==> config.mk <==
export PLATFORM = sky130hd
export DESIGN_NAME = dfsb_stack_bank
export DESIGN_NICKNAME = d
export VERILOG_FILES = /design/src/rtl/dfsb_pkg.sv /design/src/rtl/dfsb_flow_ctrl.sv /design/src/rtl/dfsb_datapath.sv /design/src/rtl/dfsb_stack_bank.sv
export SDC_FILE = /design/constraint.sdc
export NUM_CORES = 2
export LEC_CHECK = 0
export BUFFER_PORTS_ARGS = -buffer_cell sky130_fd_sc_hd__buf_2
export CAP_MARGIN = 25
export CORE_ASPECT_RATIO = 0.7
export CORE_MARGIN = 2
export CORE_UTILIZATION = 40
export CTS_BUF_LIST = sky130_fd_sc_hd__clkbuf_4 sky130_fd_sc_hd__clkbuf_8
export DETAILED_ROUTE_END_ITERATION = 6
export MAX_ROUTING_LAYER = met4
export PLACE_DENSITY = 0.61
export RECOVER_POWER = 50
export SYNTH_ARGS = -nofsm -noshare
export SYNTH_HDL_FRONTEND = slang
export SYNTH_SLANG_ARGS = --single-unit
==> constraint.sdc <==
create_clock -name clk -period 7.81 [get_ports clk]
set_clock_uncertainty 0.15 [all_clocks]
set_input_delay 1.562 -clock clk [delete_from_list [all_inputs] [get_ports clk]]
set_output_delay 1.562 -clock clk [all_outputs]
set_load 0.02 [all_outputs]
==> src/rtl/dfsb_pkg.sv <==
package dfsb_pkg;
  localparam int NUM_FLOWS   = 2;
  localparam int DATA_W      = 32;
  localparam int STACK_DEPTH = 8;
  localparam int LOCAL_DEPTH = 16;
  localparam int POP_W       = 2;
  localparam int SA_W        = $clog2(STACK_DEPTH);
  localparam int PTR_W       = $clog2(STACK_DEPTH + 1);
  localparam int LA_W        = $clog2(LOCAL_DEPTH);

  // Strobes from one flow's control to the datapath
  typedef struct packed {
    logic            stackWe;
    logic [SA_W-1:0] stackAddr;
  } flowStrobe_t;
endpackage

==> src/rtl/dfsb_flow_ctrl.sv <==
module dfsb_flow_ctrl
  import dfsb_pkg::*;
(
  input  logic             clk,
  input  logic             rstN,
  input  logic [POP_W-1:0] popCnt,
  input  logic             pushReq,
  output flowStrobe_t      strobe,
  output logic [PTR_W-1:0] depth,
  output logic             err
);
  localparam int EXT_W = PTR_W + 1;

  logic [EXT_W-1:0] depthExt;
  logic [EXT_W-1:0] popExt;
  logic [EXT_W-1:0] baseExt;
  logic [EXT_W-1:0] nextExt;
  logic             underflow;
  logic             overflow;
  logic             bad;

  always_comb begin
    depthExt  = EXT_W'(depth);
    popExt    = EXT_W'(popCnt);
    underflow = popExt > depthExt;
    baseExt   = depthExt - popExt;
    nextExt   = baseExt + EXT_W'(pushReq);
    overflow  = !underflow && pushReq && (nextExt > EXT_W'(STACK_DEPTH));
    bad       = underflow || overflow;
    strobe.stackWe   = pushReq && !bad;
    strobe.stackAddr = baseExt[SA_W-1:0];
  end

  always_ff @(posedge clk) begin
    if (!rstN) begin
      depth <= '0;
      err   <= 1'b0;
    end else begin
      if (!bad) depth <= nextExt[PTR_W-1:0];
      if (bad)  err   <= 1'b1;
    end
  end
endmodule

==> src/rtl/dfsb_datapath.sv <==
module dfsb_datapath
  import dfsb_pkg::*;
(
  input  logic                               clk,
  input  logic                               rstN,
  input  flowStrobe_t [NUM_FLOWS-1:0]        strobe,
  input  logic [NUM_FLOWS-1:0][PTR_W-1:0]    depth,
  input  logic [NUM_FLOWS-1:0][DATA_W-1:0]   wbData,
  input  logic [NUM_FLOWS-1:0]               locWe,
  input  logic [NUM_FLOWS-1:0][LA_W-1:0]     locWrIdx,
  input  logic [NUM_FLOWS-1:0][LA_W-1:0]     locRdIdx,
  output logic [NUM_FLOWS-1:0][DATA_W-1:0]   locRdData,
  output logic [NUM_FLOWS-1:0][DATA_W-1:0]   topData0,
  output logic [NUM_FLOWS-1:0][DATA_W-1:0]   topData1
);
  logic [DATA_W-1:0] locals [LOCAL_DEPTH];

  genvar f;
  generate
    for (f = 0; f < NUM_FLOWS; f++) begin : g_flow
      logic [DATA_W-1:0] stk [STACK_DEPTH];
      logic [SA_W-1:0]   idx0;
      logic [SA_W-1:0]   idx1;

      always_ff @(posedge clk) begin
        if (!rstN) begin
          for (int i = 0; i < STACK_DEPTH; i++) stk[i] <= '0;
        end else if (strobe[f].stackWe) begin
          stk[strobe[f].stackAddr] <= wbData[f];
        end
      end

      always_comb begin
        idx0 = SA_W'(depth[f] - PTR_W'(1));
        idx1 = SA_W'(depth[f] - PTR_W'(2));
        topData0[f]  = (depth[f] >= PTR_W'(1)) ? stk[idx0] : '0;
        topData1[f]  = (depth[f] >= PTR_W'(2)) ? stk[idx1] : '0;
        locRdData[f] = locals[locRdIdx[f]];
      end
    end
  endgenerate

  // Higher flow index written first so flow 0 takes a same-index collision
  always_ff @(posedge clk) begin
    if (!rstN) begin
      for (int i = 0; i < LOCAL_DEPTH; i++) locals[i] <= '0;
    end else begin
      for (int k = NUM_FLOWS - 1; k >= 0; k--) begin
        if (locWe[k]) locals[locWrIdx[k]] <= wbData[k];
      end
    end
  end
endmodule

==> src/rtl/dfsb_stack_bank.sv <==
module dfsb_stack_bank
  import dfsb_pkg::*;
(
  input  logic                               clk,
  input  logic                               rstN,
  input  logic [NUM_FLOWS-1:0][POP_W-1:0]    popCnt,
  input  logic [NUM_FLOWS-1:0]               wbEn,
  input  logic [NUM_FLOWS-1:0]               wbToLocal,
  input  logic [NUM_FLOWS-1:0][LA_W-1:0]     wbLocalIdx,
  input  logic [NUM_FLOWS-1:0][DATA_W-1:0]   wbData,
  input  logic [NUM_FLOWS-1:0][LA_W-1:0]     locRdIdx,
  output logic [NUM_FLOWS-1:0][DATA_W-1:0]   locRdData,
  output logic [NUM_FLOWS-1:0][DATA_W-1:0]   topData0,
  output logic [NUM_FLOWS-1:0][DATA_W-1:0]   topData1,
  output logic [NUM_FLOWS-1:0][PTR_W-1:0]    stackDepth,
  output logic [NUM_FLOWS-1:0]               errFlag
);
  flowStrobe_t [NUM_FLOWS-1:0] strobe;
  logic [NUM_FLOWS-1:0]        pushReq;
  logic [NUM_FLOWS-1:0]        locWe;

  assign pushReq = wbEn & ~wbToLocal;
  assign locWe   = wbEn & wbToLocal;

  genvar f;
  generate
    for (f = 0; f < NUM_FLOWS; f++) begin : g_ctrl
      dfsb_flow_ctrl u_ctrl (
        .clk     (clk),
        .rstN    (rstN),
        .popCnt  (popCnt[f]),
        .pushReq (pushReq[f]),
        .strobe  (strobe[f]),
        .depth   (stackDepth[f]),
        .err     (errFlag[f])
      );
    end
  endgenerate

  dfsb_datapath u_dp (
    .clk       (clk),
    .rstN      (rstN),
    .strobe    (strobe),
    .depth     (stackDepth),
    .wbData    (wbData),
    .locWe     (locWe),
    .locWrIdx  (wbLocalIdx),
    .locRdIdx  (locRdIdx),
    .locRdData (locRdData),
    .topData0  (topData0),
    .topData1  (topData1)
  );
endmodule

==> flow_summary.json <==
{
  "path_cells": "buf_2 > clkbuf_1 > nor2b_1 > nand2_1 > nor3_1 > clkbuf_1 > nand3b_1 > clkbuf_2",
  "grt_pass1_vias": 38500,
  "hpwl_mm": 113,
  "clk_pin_slew_ns": 0.08,
  "portBuffers": 291,
  "synth-xor-area-share": 0.00289,
  "fillCellCount": 12700,
  "status": "finished, violations left",
  "wl_mm": 202,
  "slew_headroom": -1.50,
  "crit_path_max_fanout": 34,
  "power.density_nw_per_um2": 287,
  "synth_fp_nets": 4094,
  "fin_hold_ws_ns": 0.314,
  "whs_endpoint": "g_ctrl[0].u_ctrl.err$_SDFFE_PN0P_",
  "ir_worst_vdd_mv": 0.405,
  "synth_top_family_by_area": "multiplexers",
  "crit_type": "in2reg",
  "placed_cells": 5782,
  "gr-usage-all-layers": 0.281,
  "worstSetupEndpointType": "flip-flop",
  "grt_pass1_wl_mm": 286,
  "initial_core_util": 0.402,
  "root_buffer": "clkbuf_8",
  "min-delay-start": "g_ctrl[0].u_ctrl.err$_SDFFE_PN0P_",
  "layout.nets": 4170,
  "yosysSeqAreaShare": 0.541,
  "worstMarginPinSlew_ns": 3.75,
  "max_freq_ghz": 0.138,
  "hold_viol_final": 0,
  "cpPeakStageDelay_ns": 2.41,
  "drc": 2,
  "rows": 116,
  "p_leak_nw": 21.3,
  "syn_area_um2": 57200,
  "setup_viol": 0,
  "fin_crit_sh": 0.929,
  "synth_mux_area_frac": 0.227,
  "drt_iter0_drc": 5525,
  "yosysUniqueCellTypes": 56,
  "vias": 39600,
  "cts_made_buffers": 166,
  "crit_arrival_ns": 7.60,
  "cts_resized": 0,
  "placed_area_um2": 60500,
  "ys.flop_type": "edfxtp_1",
  "die_y_um": 320,
  "final.setup.tns_ns": 0,
  "cap_violations": 38,
  "synth_compound_area_frac": 0.103,
  "slowest_stage": "clkbuf_1",
  "synth_edf_count": 1024,
  "layout_common_cells": "edfxtp_1, mux4_2, a22o_1",
  "hold_path_depth": 2,
  "grt_max_degree": 102,
  "slew_viol_final": 1166,
  "dieArea_um2": 146000,
  "crit_buf_inv": 4,
  "rr_worst_depth": 6,
  "violations": "DRC, capacitance limit, slew limit",
  "r2r_end": "u_dp.g_flow[0].stk[0][9]$_SDFFCE_PN0P_",
  "antenna_left": 0,
  "post-route-min-period_ns": 7.26,
  "postCtsHoldBufs": 0,
  "gp_congestion": 0.849,
  "crit_path_start_kind": "input pin",
  "syn_to_final_growth_pct": 11.2,
  "tritoncts": "yes",
  "pin_count": 292,
  "avgRoutedWirePerCell_um": 33.0,
  "coreArea_um2": 143000,
  "avgViaCountPerCell": 6.49,
  "cp_top_family": "buffers and inverters",
  "grt_overflow_total": 0,
  "drive_gt1_frac": 0.290,
  "r2r_slack_ns": 1.73,
  "cp_data_required_time_ns": 8.16,
  "hold_path_class": "reg2reg",
  "avgSynthCellArea_um2": 14.4,
  "cts_sinks": 1034,
  "cts_setup_buffers": 0,
  "cts_max_level": 4,
  "final_common_cell": "edfxtp_1",
  "antenna_found_initial": 32,
  "synth_fa_ha_area_frac": 0.00376,
  "cts_buffer_depth": 3,
  "synthArstFlopShare": 0,
  "ys_ff_latch": 1034,
  "final_area_um2": 63600,
  "synthSimpleGateAreaFrac": 0.0878,
  "rsz0062_at_grt": "no",
  "clk_latency_ns": 0.90,
  "die_w_um": 456,
  "drtPass1Iterations": 6,
  "syn_inst": 3988,
  "ys.warnings.count": 0,
  "regToRegStartpoint": "g_ctrl[0].u_ctrl.depth[2]$_SDFFE_PN0N_",
  "cpMostUsedCell": "clkbuf_1",
  "stdcell_count": 6107
}
==> registers in the layout, summed over array words and instances (netlist names) <==
name and count:
g_ctrl.u_ctrl.err 2, u_dp.locals 512, u_dp.g_flow.stk 512, g_ctrl.u_ctrl.depth 8
==> worst reg2reg max path: stages (launching register included) <==
cell	delay (ns)
dfxtp_1	1.91
xor3_1	0.69
a32oi_1	0.29
a211o_1	0.21
nand2_1	0.11
nand2b_1	2.11
nor2_1	0.24
==> kinds of logic (layout without fill, tap and decap cells) <==
| logic type | Yosys count | in the layout |
|---|---|---|
| DFF | 1034 | 1034 |
| and+or+nand+nor | 1033 | 1033 |
| AOI/OAI and AO/OA | 759 | 759 |
| muxes | 632 | 632 |
| buffers and inverters | 499 | 706 |
| adders and majority gates | 16 | 16 |
| xor gates and xnor gates | 15 | 15 |
| other | 0 | 24 |
==> power by group <==
| part | switching (W) | internal (W) |
|---|---|---|
| combinational | 0.00423 | 0.00246 |
| clock | 0.00236 | 0.00239 |
| sequential | 0.000363 | 0.00644 |
==> Yosys cell counts (11+ instances only) <==
cell type,number,share of area
clkbuf_1,394,0.026
a211oi_1,45,0.0059
a22o_1,512,0.078
inv_1,11,0.00072
nor2_1,332,0.022
o21ai_0,58,0.0051
and2_1,317,0.035
a21oi_1,122,0.011
nand3_1,21,0.0018
nand2_1,291,0.019
ha_1,14,0.0031
buf_1,61,0.0040
nor3_1,11,0.00096
mux2i_1,100,0.017
buf_2,19,0.0017
edfxtp_1,1024,0.54
mux4_2,532,0.21
nand2b_1,18,0.0020
==> metrics by stage <==
| stage | utilization | power [W] | setup WS, ns |
|---|---|---|---|
| after global placement | 0.424 | 0.0136 | 1.94 |
| after detailed placement | 0.425 | 0.0136 | 1.87 |
| after CTS | 0.447 | 0.0183 | 1.45 |
| final | 0.446 | 0.0183 | 0.554 |
| after global routing | 0.446 | 0.0190 | 0.653 |
| after floorplan | - | 0.0113 | 0.926 |
==> cell type report <==
type,instances,area [um2],area share
flip-flops and latches,1034,31000,0.487
multi-input cells,2455,24700,0.388
clock buffers,210,2640,0.0415
well taps,1888,2360,0.0371
repair buffers,395,2260,0.0356
clock inverters,89,581,0.00913
diodes,24,60.1,0.000944
inverters,12,45.0,0.000708
==> routing by layer <==
| layer | vias to the layer above | track usage | share of wire | routed length (um) |
|---|---|---|---|---|
| met5 | - | - | 0 | 0 |
| met4 | 0 | 0.103 | 0.036 | 7210 |
| met3 | 427 | 0.0691 | 0.11 | 22300 |
| met2 | 2662 | 0.418 | 0.46 | 92400 |
| met1 | 20500 | 0.375 | 0.40 | 79700 |
| li1 | 16000 | - | - | - |
==> worst max-delay path by stage <==
| stage | start | endpoint | slack, ns | cells after the start |
|---|---|---|---|---|
| floorplan | g_ctrl[0].u_ctrl.depth[0]$_SDFFE_PN0N_ | u_dp.g_flow[0].stk[5][0]$_SDFFCE_PN0P_ | 0.93 | 15 |
| CTS | g_ctrl[1].u_ctrl.depth[1]$_SDFFE_PN0N_ | topData0[49] | 1.45 | 6 |
| detailed placement | popCnt[0] | u_dp.g_flow[0].stk[5][16]$_SDFFCE_PN0P_ | 1.87 | 12 |
| global placement | popCnt[0] | u_dp.g_flow[0].stk[5][16]$_SDFFCE_PN0P_ | 1.94 | 12 |
| finish | rstN | u_dp.locals[0][27]$_DFFE_PP_ | 0.55 | 8 |
| global route | rstN | u_dp.locals[0][13]$_DFFE_PP_ | 0.65 | 8 |
Power figures use the tool's default switching activity.
